File: src/rtl/fpcc_pkg.sv
package fpcc_pkg;

    localparam int PRED_KEEP = 6;
    localparam int CODE_W    = 4;
    localparam int TEST_W    = 3;

    typedef enum logic [TEST_W-1:0] {
        BT_NEVER   = 3'd0,
        BT_EQUAL   = 3'd1,
        BT_ABOVE   = 3'd2,
        BT_ABOVE_EQ= 3'd3,
        BT_BELOW   = 3'd4,
        BT_BELOW_EQ= 3'd5,
        BT_UNEQUAL = 3'd6,
        BT_ORDERED = 3'd7
    } base_test_e;

    typedef struct packed {
        logic n;
        logic z;
        logic nan;
    } cc_flags_t;

    typedef struct packed {
        logic       illegal;
        logic       nonaware;
        logic       invert;
        base_test_e test;
    } pred_dec_t;

endpackage

File: src/rtl/fpcc_pred_decode.sv
module fpcc_pred_decode
    import fpcc_pkg::*;
(
    input  logic [PRED_KEEP-1:0] sel,
    output pred_dec_t            dec
);
    logic [CODE_W-1:0] code;

    always_comb begin
        code         = sel[CODE_W-1:0];
        dec.illegal  = sel[5];
        dec.nonaware = sel[4];
        dec.invert   = code[CODE_W-1];
        if (code[CODE_W-1]) begin
            code = code ^ {CODE_W{1'b1}};
        end
        dec.test = base_test_e'(code[TEST_W-1:0]);
    end
endmodule

File: src/rtl/fpcc_base_test.sv
module fpcc_base_test
    import fpcc_pkg::*;
(
    input  base_test_e test,
    input  cc_flags_t  cc,
    output logic       hit
);
    always_comb begin
        unique case (test)
            BT_NEVER:    hit = 1'b0;
            BT_EQUAL:    hit = cc.z;
            BT_ABOVE:    hit = !cc.nan && !cc.z && !cc.n;
            BT_ABOVE_EQ: hit = cc.z || (!cc.nan && !cc.n);
            BT_BELOW:    hit = cc.n && !cc.nan && !cc.z;
            BT_BELOW_EQ: hit = cc.z || (cc.n && !cc.nan);
            BT_UNEQUAL:  hit = !cc.nan && !cc.z;
            BT_ORDERED:  hit = !cc.nan;
            default:     hit = 1'b0;
        endcase
    end
endmodule

File: src/rtl/fpcc_loop_count.sv
module fpcc_loop_count #(
    parameter int CNT_W  = 32,
    parameter int LOOP_W = 16
) (
    input  logic             hold,
    input  logic [CNT_W-1:0] cnt_in,
    output logic [CNT_W-1:0] cnt_out,
    output logic             taken
);
    localparam int HI_W = CNT_W - LOOP_W;

    logic [LOOP_W-1:0] low;
    logic [HI_W-1:0]   high;

    always_comb begin
        low  = cnt_in[LOOP_W-1:0];
        high = cnt_in[CNT_W-1:LOOP_W];
        if (hold) begin
            cnt_out = cnt_in;
            taken   = 1'b0;
        end else begin
            cnt_out = {high, low - LOOP_W'(1)};
            taken   = |low;
        end
    end
endmodule

File: src/rtl/fp_cond_eval.sv
module fp_cond_eval
    import fpcc_pkg::*;
#(
    parameter int PRED_W   = 16,
    parameter int CNT_W    = 32,
    parameter int LOOP_W   = 16,
    parameter int EXC_W    = 8,
    parameter int BSUN_BIT = 7,
    parameter bit REG_OUT  = 1'b1
) (
    input  logic              clk,
    input  logic              rst_n,
    input  logic              req_valid,
    input  logic [PRED_W-1:0] pred,
    input  logic              flag_n,
    input  logic              flag_z,
    input  logic              flag_inf,
    input  logic              flag_nan,
    input  logic [EXC_W-1:0]  exc_in,
    input  logic [CNT_W-1:0]  cnt_in,
    output logic              result_valid,
    output logic              result,
    output logic              illegal,
    output logic              set_bsun,
    output logic [EXC_W-1:0]  exc_out,
    output logic [CNT_W-1:0]  cnt_out,
    output logic              dec_branch
);
    // Inputs that the evaluation deliberately discards.
    logic unused_inputs;
    assign unused_inputs = &{1'b0, pred[PRED_W-1:PRED_KEEP], flag_inf, exc_in};

    pred_dec_t dec;
    cc_flags_t cc;
    logic      base_hit;
    logic      verdict_c;
    logic      bsun_c;
    logic [EXC_W-1:0] exc_c;
    logic [CNT_W-1:0] cnt_c;
    logic      branch_c;

    assign cc = '{n: flag_n, z: flag_z, nan: flag_nan};

    fpcc_pred_decode u_decode (
        .sel (pred[PRED_KEEP-1:0]),
        .dec (dec)
    );

    fpcc_base_test u_test (
        .test (dec.test),
        .cc   (cc),
        .hit  (base_hit)
    );

    always_comb begin
        verdict_c = !dec.illegal && (base_hit ^ dec.invert);
        bsun_c    = !dec.illegal && dec.nonaware && flag_nan;
        exc_c           = '0;
        exc_c[BSUN_BIT] = bsun_c;
    end

    fpcc_loop_count #(.CNT_W(CNT_W), .LOOP_W(LOOP_W)) u_loop (
        .hold    (dec.illegal || verdict_c),
        .cnt_in  (cnt_in),
        .cnt_out (cnt_c),
        .taken   (branch_c)
    );

    generate
        if (REG_OUT) begin : g_reg
            always_ff @(posedge clk or negedge rst_n) begin
                if (!rst_n) begin
                    result_valid <= 1'b0;
                    result       <= 1'b0;
                    illegal      <= 1'b0;
                    set_bsun     <= 1'b0;
                    exc_out      <= '0;
                    cnt_out      <= '0;
                    dec_branch   <= 1'b0;
                end else begin
                    result_valid <= req_valid;
                    result       <= verdict_c;
                    illegal      <= dec.illegal;
                    set_bsun     <= bsun_c;
                    exc_out      <= exc_c;
                    cnt_out      <= cnt_c;
                    dec_branch   <= branch_c;
                end
            end

            p_valid_delay_r10: assert property (@(posedge clk) disable iff (!rst_n)
                result_valid == $past(req_valid));

            p_illegal_quiet_r2: assert property (@(posedge clk) disable iff (!rst_n)
                illegal |-> (!result && !set_bsun && !dec_branch));

            p_bsun_source_r3: assert property (@(posedge clk) disable iff (!rst_n)
                set_bsun |-> ($past(flag_nan) && $past(pred[4])));

            p_true_holds_r8: assert property (@(posedge clk) disable iff (!rst_n)
                (result_valid && result) |-> (cnt_out == $past(cnt_in) && !dec_branch));

            p_upper_kept_r9: assert property (@(posedge clk) disable iff (!rst_n)
                result_valid |-> (cnt_out[CNT_W-1:LOOP_W] == $past(cnt_in[CNT_W-1:LOOP_W])));

            p_exc_only_bsun_r7: assert property (@(posedge clk) disable iff (!rst_n)
                $countones(exc_out) == (set_bsun ? 1 : 0));
        end else begin : g_comb
            always_comb begin
                result_valid = req_valid;
                result       = verdict_c;
                illegal      = dec.illegal;
                set_bsun     = bsun_c;
                exc_out      = exc_c;
                cnt_out      = cnt_c;
                dec_branch   = branch_c;
            end

            p_illegal_quiet_comb_r2: assert property (@(posedge clk) disable iff (!rst_n)
                illegal |-> (!result && !set_bsun && !dec_branch));
        end
    endgenerate
endmodule

File: config.mk
export PLATFORM = sky130hd
export DESIGN_NAME = fp_cond_eval
export DESIGN_NICKNAME = d
export VERILOG_FILES = /design/src/rtl/fpcc_pkg.sv /design/src/rtl/fpcc_pred_decode.sv /design/src/rtl/fpcc_base_test.sv /design/src/rtl/fpcc_loop_count.sv /design/src/rtl/fp_cond_eval.sv
export SDC_FILE = /design/constraint.sdc
export NUM_CORES = 1
export LEC_CHECK = 0
export BUFFER_PORTS_ARGS = -buffer_cell sky130_fd_sc_hd__buf_2
export CORE_MARGIN = 8
export CORE_UTILIZATION = 41
export CTS_BUF_LIST = sky130_fd_sc_hd__clkbuf_4 sky130_fd_sc_hd__clkbuf_8 sky130_fd_sc_hd__clkbuf_16
export DETAILED_ROUTE_END_ITERATION = 6
export GPL_ROUTABILITY_DRIVEN = 0
export HOLD_SLACK_MARGIN = 0.12
export MAX_ROUTING_LAYER = met4
export PLACE_DENSITY_LB_ADDON = 0.15
export SKIP_LAST_GASP = 1
export SLEW_MARGIN = 20
export SYNTH_ARGS = -nofsm -noshare
export SYNTH_HDL_FRONTEND = slang
export SYNTH_HIERARCHICAL = 1
export SYNTH_SLANG_ARGS = --single-unit
File: constraint.sdc
create_clock -name clk -period 0.8 [get_ports clk]
set_clock_uncertainty 0.15 [all_clocks]
set_input_delay 0.04 -clock clk [delete_from_list [all_inputs] [get_ports clk]]
set_output_delay 0.04 -clock clk [all_outputs]
set_load 0.005 [all_outputs]
# Word level (Yosys, flattened, before mapping)
# Cells that the tools add are included.
# word_totals
regBits,37
input_bits,63
output_inout_bits,45
word_cells,37
# op_classes
add_sub_neg,1
eq_ne,7
muxes,4
bitwise,2
reduce_logical,17
# op_table
op,n
$mux 16,1
$reduce_or 16->1,1
$sub 16x1->16 const B,1
$eq 3x3->1 const B,4
$logic_and 1x1->1,8
$pmux 1 s8,1
$eq 3x2->1 const B,2
$logic_not 1->1,4
$eq 3x1->1 const B,1
$logic_not 3->1,1
$logic_or 1x1->1,3
$mux 3,1
$not 3->3,1
$mux 1,1
$xor 1x1->1,1

# Longest topological paths before layout
# Gate-level depths: netlist of run 1.
# depth
depth_word,8
depth_mapped,11
ltp_nobuf,10

# Cells and area by module
# The synthesis of run 1 kept the hierarchy.
# modules_own_cells
mod,instances,cells_per_inst,area_per_inst_um2,seq_area_each_um2
fp_cond_eval,1,51,1016.0,925.9
fpcc_loop_count,1,60,461.7,0.0
fpcc_pred_decode,1,6,48.8,0.0
fpcc_base_test,1,5,33.8,0.0

# Least setup slack after synthesis of run 1
# No wires, ideal clock.
# synth_path
kind,input port to flip-flop
start,input pred[3]
end,register cnt_out[11]
setup_ns,0.122
t_arrival_ns,1.939
t_required_ns,0.528
path_slack_ns,-1.411
path_stages,11
n_path_buf,1
path_cell_list,xor2_1 -> mux2_1 -> mux2i_1 -> a21oi_1 -> xnor2_1 -> nand2b_1 -> clkbuf_2 -> nor4_4 -> nand3_2 -> or4_4 -> xnor2_2
# synth_via
elab_chain_len,7
elab_cells_between_ends,14
cone_classes,eq/ne (7); mux (3); bitwise (1); reduce/logical (3)
# synth_rtl
element,line,source
start: declaration,fp_cond_eval.sv:14,"input logic [PRED_W-1:0] pred,"
$mux 3 (*),fpcc_pred_decode.sv:14,if (code[CODE_W-1]) begin
$eq 3x3->1 (tied with other cells),fpcc_base_test.sv:9,unique case (test)
$pmux 1 s8 (*),fpcc_base_test.sv:9,
via base_hit,fp_cond_eval.sv:35,logic base_hit;
$xor 1x1->1 (*),fp_cond_eval.sv:56,verdict_c = !dec.illegal && (base_hit ^ dec.invert);
$logic_and 1x1->1 (*),fp_cond_eval.sv:56,
$logic_or 1x1->1 (*),fp_cond_eval.sv:63,".hold (dec.illegal || verdict_c),"
$mux 16 (*),fpcc_loop_count.sv:18,if (hold) begin
via cnt_c[11],fp_cond_eval.sv:39,logic [CNT_W-1:0] cnt_c;
end signal: assignment,fp_cond_eval.sv:86,cnt_out <= cnt_c;
end: declaration,fp_cond_eval.sv:26,"output logic [CNT_W-1:0] cnt_out,"
# Mark *: on every way through the listed nets, which the timed path passes. The rest lies on a longest branch.

==> reports/results.tsv, run 1 <==
metric	value	unit
Pwr Total	4.02	mW
worst-path fanout max	3	
synth warn	6	
Avg Inst Size Synth	12.8	um^2
final net count	301	
WHS Path Cells	2	
power density cells	1620	nW/um^2
post-route minimum period	1.98	ns
RSZ-0062 raised after global routing	true	
leakage power figure	1.26	nW
Core ar.	3660	um^2
WP data required	0.82	ns
largest net degree at the start of global routing	38	
IO Count	108	
Area Growth Syn to Fin	59.5	%
Layout fillers	277	
failing checks	negative hold slack, negative setup slack	
DP HPWL	2950	um
Yosys top cell area share	59.3	%
Synth async-reset ratio	100	%
wire per inst	13.4	um
register area share after synthesis	59.3	%
1st-pass router iterations	2	
Finished Cell Area	2490	um^2
first-pass GRT wire length	6450	um
clock sink count	37	
status	finished with violations	
Fmax	505	MHz
global route total overflow	0	
Worst Hold Class	input pin to flip-flop	
final count of hold timing violations	18	
crit path DAT	2.00	ns
top-count cell post-synth	dfrtp_1	
post-route setup slack	-1.18	ns
H-tree levels	2	
row cnt	22	
Final setup viols	56	
worst vdd ir	0.000827	V
chip width	77.7	um
final WL	3820	um
starting density of the core	42.6	%
dominant cells by area after synthesis	dfrtp_1, buf_4, xor2_1	
share of post-route cells with drive strength above 1	58.0	%
CTS tree	done	
DRC viols	0	
Worst-path clk slew	0.07	ns
Global Route Usage Sum	13.8	%
Yosys reg bits	37	
cell count after synthesis	122	
largest buffer count on any clock path	2	
Synth area leader	dfrtp_1	
Root Buffer	clkbuf_8	
Final ANT Viol Nets	0	
final worst path period share	247	%
initial DRC count	25	
MaxCap Viol Count	0	
top cells by count, synth	dfrtp_1, buf_4, xor2_1	
ys flop type	dfrtp_1	
Vias/cell	4.21	
CP Launch Type	input pin	
CTS buffer count	5	
I/O Buffers	81	
vias	1204	
die area	6040	um^2
crit path kind	input pin to flip-flop	
hold slack	-0.192	ns
mapped cell area	1560	um^2
DIE HEIGHT	77.7	um
EDFF count, synth	0	
vias in the first global route	1372	
Antenna diodes	0	
Max Slew Vio Count	0	
initial antenna violation count	0	
CP endpoint kind	flip-flop	
Final Core Density	68.0	%
placed instance area	2090	um^2
Netlist cell types	26	
-- path summary, 6_finish.rpt --
kind,start,endpoint,slack (ns)
max,pred[3],cnt_out[11],-1.18
min,cnt_in[15],cnt_out[15],-0.19
max in group asynchronous,rst_n,cnt_out[6],0.23
min in group asynchronous,rst_n,cnt_out[23],0.10
-- cells by family after synthesis --
kind of cell	after synthesis	synth area share, %
DFF	37	59.3
AOI/OAI and AO/OA	2	0.882
muxes	3	2.00
adders and majority gates	1	0.802
xor gates and xnor gates	19	11.1
and+or+nand+nor	29	11.8
buffers and inverters	30	13.8
other	1	0.240
-- flip-flops by register name, indices dropped and copies added (netlist names) --
register,count
result_valid,1
illegal,1
dec_branch,1
exc_out,1
result,1
cnt_out,32
-- what timing repair did --
action,4_1_cts,5_1_grt
hold buffers,19,1
pin swaps,13,3
endpoints found under the hold margin,74,20
gates resized for setup,16,6
endpoints found under the setup margin,56,56
setup buffers,5,1
-- layout make-up --
class | instances | area [um^2] | share of cell area [%]
clock buffer | 8 | 91.3 | 3.67
multi-input combinational | 61 | 543 | 21.8
inverter | 2 | 7.51 | 0.302
timing repair buffer | 130 | 861 | 34.6
tap | 48 | 60.1 | 2.41
sequential | 37 | 926 | 37.2
-- layout by cell type (no fill, tap or decap) --
| master | Yosys | final |
|---|---|---|
| or3_1 | 1 | 1 |
| buf_2 | 0 | 80 |
| buf_12 | 0 | 1 |
| mux2i_1 | 2 | 2 |
| xor2_1 | 10 | 9 |
| nor2_2 | 0 | 1 |
| conb_1 | 1 | 7 |
| nand2_2 | 0 | 2 |
| nor4_4 | 1 | 2 |
| ha_1 | 1 | 1 |
| nor3b_1 | 2 | 1 |
| nand2b_4 | 0 | 1 |
| inv_1 | 2 | 2 |
| buf_8 | 0 | 1 |
| clkbuf_8 | 0 | 5 |
| a41oi_2 | 0 | 1 |
| nor2_1 | 6 | 3 |
| dfrtp_1 | 37 | 37 |
| buf_4 | 27 | 24 |
| nand2_1 | 5 | 3 |
| clkbuf_4 | 0 | 3 |
| nor3_4 | 1 | 2 |
| nor3_1 | 4 | 1 |
| nor3_2 | 0 | 2 |
| nor4_1 | 2 | 1 |
| nor2_4 | 0 | 2 |
| mux2_4 | 0 | 1 |
| xnor2_1 | 8 | 8 |
| xnor2_2 | 1 | 1 |
| buf_6 | 0 | 4 |
| nand4_1 | 1 | 1 |
| a21oi_1 | 1 | 1 |
| or4_4 | 1 | 1 |
| nand2b_1 | 3 | 2 |
| nand3_2 | 1 | 2 |
| dlygate4sd3_1 | 0 | 20 |
| nor3b_4 | 0 | 1 |
| xor2_2 | 0 | 1 |
-- worst max-delay path, cell delays in order --
cell and delay, ns:
buf_8 0.10, xor2_2 0.17, mux2_4 0.26, mux2i_1 0.12
a21oi_1 0.07, xnor2_1 0.18, nand2b_1 0.13, nor4_4 0.21
nand3_2 0.13, or4_4 0.44, xnor2_2 0.14
-- per-layer routing --
| layer | track usage (%) | wire length (um) |
|---|---|---|
| met4 | 6.79 | 81 |
| met2 | 23.8 | 2000 |
| met5 | - | 0 |
| met1 | 13.6 | 1440 |
| met3 | 4.72 | 295 |
-- report_power, final --
group / switching, mW / internal [mW]
registers: 0.0266 / 1.99
clock network: 0.563 / 0.719
logic: 0.314 / 0.413
total: 0.904 / 3.12
-- stage by stage --
stage	setup slack, ns	TNS, ns	instances
CTS	-1.21	-23.97	286
detailed placement	-1.55	-22.42	256
global route	-1.33	-26.09	286
global placement	-1.44	-20.81	256
floorplan	-1.39	-16.45	128
finish	-1.18	-22.07	286
No activity file was read; power rests on OpenSTA's default activity.
==> inputs of run 2 (changes only) <==
--- a/config.mk
+++ b/config.mk
@@ -7,7 +7,7 @@
 export LEC_CHECK = 0
 export BUFFER_PORTS_ARGS = -buffer_cell sky130_fd_sc_hd__buf_2
 export CORE_MARGIN = 8
-export CORE_UTILIZATION = 41
+export CORE_UTILIZATION = 37
 export CTS_BUF_LIST = sky130_fd_sc_hd__clkbuf_4 sky130_fd_sc_hd__clkbuf_8 sky130_fd_sc_hd__clkbuf_16
 export DETAILED_ROUTE_END_ITERATION = 6
 export GPL_ROUTABILITY_DRIVEN = 0
==> constraint.sdc (replaced) <==
create_clock -name clk -period 1.8 [get_ports clk]
set_clock_uncertainty 0.15 [all_clocks]
set_input_delay 0.09 -clock clk [delete_from_list [all_inputs] [get_ports clk]]
set_output_delay 0.09 -clock clk [all_outputs]
set_load 0.005 [all_outputs]
==> run 2 against run 1 <==
  * The run ends with negative setup slack left
  * Utilization fell by 3.4 points
  * Clock power fell by 52%
  * Power fell by 54%
  * Critical path depth did not move
  * Sequential power fell by 56%
  * Wire length rose by 7.0%
  * Global-route usage fell by 0.64 points
  * Count of clock-buffer cells in the layout fell by 1
==> reports/results.tsv, run 2 (same netlist as run 1, synthesis figures left out) <==
metric	value	unit
DP HPWL	2880	um
leakage power figure	1.30	nW
status	finished with violations	
crit path kind	input pin to flip-flop	
share of post-route cells with drive strength above 1	52.2	%
Vias/cell	4.12	
Top reg by flops	cnt_out	
largest buffer count on any clock path	2	
largest net degree at the start of global routing	38	
IO Count	108	
WP data required	1.82	ns
CP Launch Type	input pin	
crit path DAT	2.06	ns
Worst-path clk slew	0.07	ns
vias in the first global route	1409	
post-route minimum period	2.04	ns
Finished Cell Area	2600	um^2
Area Growth Syn to Fin	66.8	%
initial antenna violation count	0	
actual slew at the worst max-slew pin	0.796	ns
first-pass GRT wire length	6430	um
initial DRC count	18	
M3 GR Usage	4.30	%
gr busiest metal	met2	
placed cells	242	
chip width	80.9	um
CTS buffer count	5	
global route total overflow	0	
post-route setup slack	-0.240	ns
most common cell after layout, fill and taps aside	buf_2	
DIE HEIGHT	80.9	um
CP max-delay cell	or4_4	
Final ANT Viol Nets	0	
crit path cell chain	buf_6, xor2_1, mux2_4, mux2i_1, a21oi_1, xnor2_1, nand2b_1, nor4_4, nand3_2, or4_4, xnor2_2	
hold slack	0.102	ns
Core ar.	4030	um^2
MaxCap Viol Count	0	
final count of hold timing violations	0	
RSZ-0062 raised after global routing	true	
CTS tree	done	
max reg flops	32	
starting density of the core	38.7	%
vias	1228	
Global Route Usage Sum	13.2	%
wire per inst	13.7	um
H-tree levels	2	
final net count	310	
Rel. slew slack	46.9	%
row cnt	23	
M1 GR Usage	13.2	%
I/O Buffers	81	
final worst path period share	113	%
worst-path fanout max	3	
failing checks	negative setup slack	
Setup TNS	-1.78	ns
Root Buffer	clkbuf_8	
Final setup viols	13	
placed instance area	1960	um^2
DRC viols	0	
slowest stage delay, CP	0.43	ns
Fmax	490	MHz
die area	6550	um^2
Global Route met2 Usage	23.0	%
CP endpoint kind	flip-flop	
worst vdd ir	0.000351	V
final WL	4090	um
Worst Hold Class	input pin to flip-flop	
most frequent cells in the layout	buf_2, dfrtp_1, dlygate4sd3_1, buf_4, xor2_1	
Max Slew Vio Count	0	
1st-pass router iterations	4	
power density cells	713	nW/um^2
clock sink count	37	
Post-Layout Cell Count	298	
[run 2: changes by cell type in the layout (fill, tap and decap cells not counted), sizes merged]
cell,previous run,this run
clkinv,0,1
dlygate4sd3,20,37
clkbuf,8,7
buf,110,102
diode,0,1
[run 2: path summary, 6_finish.rpt]
check	start	to	slack, ns	cells past startpoint
hold / removal	cnt_in[1]	cnt_out[11]	0.10	5
min in group asynchronous	rst_n	result_valid	0.28	2
max in group asynchronous	rst_n	cnt_out[9]	0.72	2
setup / recovery	pred[3]	cnt_out[11]	-0.24	11
[run 2: worst max-delay path: cells and delay by family]
kind	cells	cell delay [ns]
AND/OR/NAND/NOR	4	0.90
multiplexers	2	0.41
buffers and inverters	1	0.10
AO/OA/AOI/OAI	1	0.07
XOR/XNOR	3	0.50
[run 2: where the power goes]
part | switching (mW) | internal, mW | leakage [nW] | total, mW
clock network | 0.267 | 0.345 | 0.0542 | 0.612
registers | 0.0118 | 0.882 | 0.435 | 0.894
logic | 0.146 | 0.202 | 0.808 | 0.348
[run 2: metal layers]
metal  up-vias  wire length, um
met5         -                0
met4         0               48
met3         5              391
met2        57             2090
met1       560             1560
li1        606                -
[run 2: what timing repair did]
| item | CTS | global route |
|---|---|---|
| endpoints found under the hold margin | 74 | 3 |
| endpoints found under the setup margin | 11 | 15 |
| hold buffers | 37 | 1 |
| pin swaps | 8 | 5 |
| buffers inserted | 6 | 4 |
| resized for setup | 11 | 9 |
[run 2: per-stage QoR]
stage	setup WS, ns	total power [mW]	util [%]
floorplan	-0.441	1.04	-
global placement	-0.468	1.15	48.5
detailed placement	-0.529	1.15	48.5
CTS	-0.194	1.87	62.7
global route	-0.355	1.95	64.5
finish	-0.240	1.85	64.6
[run 2: layout make-up]
class / instances / area (um^2)
fill: 341 / 1430
inverter: 2 / 7.51
clock buffer: 7 / 96.3
multi-input combinational: 61 / 548
clock inverter: 1 / 5.00
antenna: 1 / 2.50
tap: 50 / 62.6
timing repair buffer: 139 / 955
sequential: 37 / 926
==> inputs of run 3 (changes only) <==
--- a/config.mk
+++ b/config.mk
@@ -13,8 +13,7 @@
 export GPL_ROUTABILITY_DRIVEN = 0
 export HOLD_SLACK_MARGIN = 0.12
 export MAX_ROUTING_LAYER = met4
-export PLACE_DENSITY_LB_ADDON = 0.15
-export SKIP_LAST_GASP = 1
+export PLACE_DENSITY = 0.86
 export SLEW_MARGIN = 20
 export SYNTH_ARGS = -nofsm -noshare
 export SYNTH_HDL_FRONTEND = slang
==> run 3 against run 2 <==
  * The flow still finishes with violations (negative setup slack)
  * Count of clock-buffer cells in the layout is the same
  * Power shrank 4.9%
  * Die area is the same
  * Via count shrank 2.9%
  * Cell count shrank 4.0%
  * Wire length shrank 10%
  * Maximum frequency grew 1.9%
  * Final area shrank 6.1%
  * Clock power shrank 7.8%
  * Worst hold slack gained 0.039 ns
  * Sequential share of layout area grew 2.3 points
  * Critical path type unchanged
  * Largest cell class is now registers
==> reports/results.tsv, run 3 (same netlist as run 1, synthesis figures left out) <==
metric	value	unit
status	finished with violations	
failing checks	negative setup slack	
IO Count	108	
1st-pass router iterations	4	
DIE HEIGHT	80.9	um
MaxCap Viol Count	0	
initial DRC count	13	
Worst-path clk slew	0.06	ns
Area Growth Syn to Fin	56.6	%
vias in the first global route	1397	
CTS buffer count	5	
buffers plus inverters on the worst setup path	1	
Worst Hold Class	input pin to flip-flop	
chip width	80.9	um
final WL	3680	um
final worst path period share	111	%
global route total overflow	0	
DP HPWL	2760	um
row cnt	23	
initial antenna violation count	0	
P_int	1.37	mW
final count of hold timing violations	0	
NetSw	389	uW
Final ANT Viol Nets	0	
clock sink count	37	
leakage power figure	1.22	nW
actual slew at the worst max-slew pin	0.783	ns
sequential group share of total power	50.6	%
H-tree levels	2	
die area	6550	um^2
Root Buffer	clkbuf_8	
Max Slew Vio Count	0	
Antenna diodes	0	
CP max-delay cell	or4_4	
CP Launch Type	input pin	
starting density of the core	38.7	%
power density cells	722	nW/um^2
Global Route Usage Sum	12.1	%
crit path kind	input pin to flip-flop	
largest net degree at the start of global routing	38	
placed instance area	1950	um^2
CP top delay family	simple AND/OR/NAND/NOR gates	
wire per inst	12.9	um
CP endpoint kind	flip-flop	
crit path cell chain	buf_8, xor2_2, mux2_4, mux2i_1, a21oi_1, xnor2_1, nand2b_1, nor4_4, nand3_2, or4_4, xnor2_2	
hold slack	0.141	ns
Core ar.	4030	um^2
most common cell after layout, fill and taps aside	buf_2	
max reg flops	32	
I/O Buffers	81	
Pwr Total	1.76	mW
worst vdd ir	0.000333	V
Final setup viols	8	
crit path DAT	2.02	ns
RSZ-0062 raised after global routing	true	
largest buffer count on any clock path	2	
slowest stage delay, CP	0.44	ns
worst-path fanout max	3	
Switching Share	22.0	%
most frequent cells in the layout	buf_2, dfrtp_1, dlygate4sd3_1, buf_4, xor2_1	
post-route minimum period	2.00	ns
clock network power share	32.0	%
Comb power frac	17.4	%
vias	1193	
Vias/cell	4.17	
WP data required	1.82	ns
Fmax	499	MHz
post-route setup slack	-0.203	ns
first-pass GRT wire length	6000	um
final net count	300	
Top reg by flops	cnt_out	
DRC viols	0	
Finished Cell Area	2440	um^2
CTS tree	done	
Rel. slew slack	47.8	%
share of post-route cells with drive strength above 1	47.9	%
-- run 3: cell count changes in the layout (fill, tap and decap cells not counted), moves of 2 or more --
| cell | previous run | this run |
|---|---|---|
| buf_4 | 17 | 11 |
| buf_6 | 5 | 0 |
| nor2_4 | 2 | 0 |
| nor4_1 | 0 | 2 |
| nor4_4 | 3 | 1 |
-- run 3: worst min-delay path, stage by stage --
cell and delay, ns:
buf_8 0.08, buf_4 0.11, xnor2_1 0.13, buf_4 0.10, nor2_1 0.03
-- run 3: layout make-up --
class	count	area, um^2
inverter	2	7.51
multi-input combinational	61	489
timing repair buffer	129	868
sequential	37	926
tap	50	62.6
fill	340	1590
clock buffer	7	90.1
-- run 3: power by group through the flow --
stage / sequential [mW] / clock, mW / combinational (mW)
floorplan: 0.919 / 0 / 0.116
global placement: 0.907 / 0 / 0.237
detailed placement: 0.908 / 0 / 0.243
CTS: 0.892 / 0.591 / 0.311
global route: 0.898 / 0.626 / 0.342
finish: 0.893 / 0.564 / 0.306
-- run 3: path summary, 6_finish.rpt --
path	start	to	cells past startpoint
worst min-delay path	pred[3]	result	5
max in group asynchronous	rst_n	cnt_out[28]	2
worst max-delay path	pred[3]	cnt_out[11]	11
min in group asynchronous	rst_n	cnt_out[10]	2
-- run 3: timing repair --
item	4_1_cts	5_1_grt
hold buffers	37	0
endpoints found under the hold margin	74	0
endpoints found under the setup margin	11	13
gates resized for setup	5	2
gates cloned	0	0
pin swaps	0	8
setup buffers	1	0
-- run 3: routing by layer --
layer	share of wire, %	vias up	global-route usage, %
met5	0	-	-
met4	2.1	0	8.04
met3	11	6	3.20
met2	50	58	20.7
met1	37	544	11.9
li1	-	585	-
-- run 3: metrics by stage --
step / utilization (%) / setup TNS [ns] / setup slack, ns / instances
detailed placement: 48.4 / -5.13 / -0.523 / 241
global placement: 48.4 / -4.56 / -0.477 / 241
CTS: 60.5 / -1.04 / -0.199 / 286
finish: 60.7 / -1.04 / -0.203 / 286
floorplan: - / -1.47 / -0.441 / 128
global route: 60.7 / -3.02 / -0.367 / 286
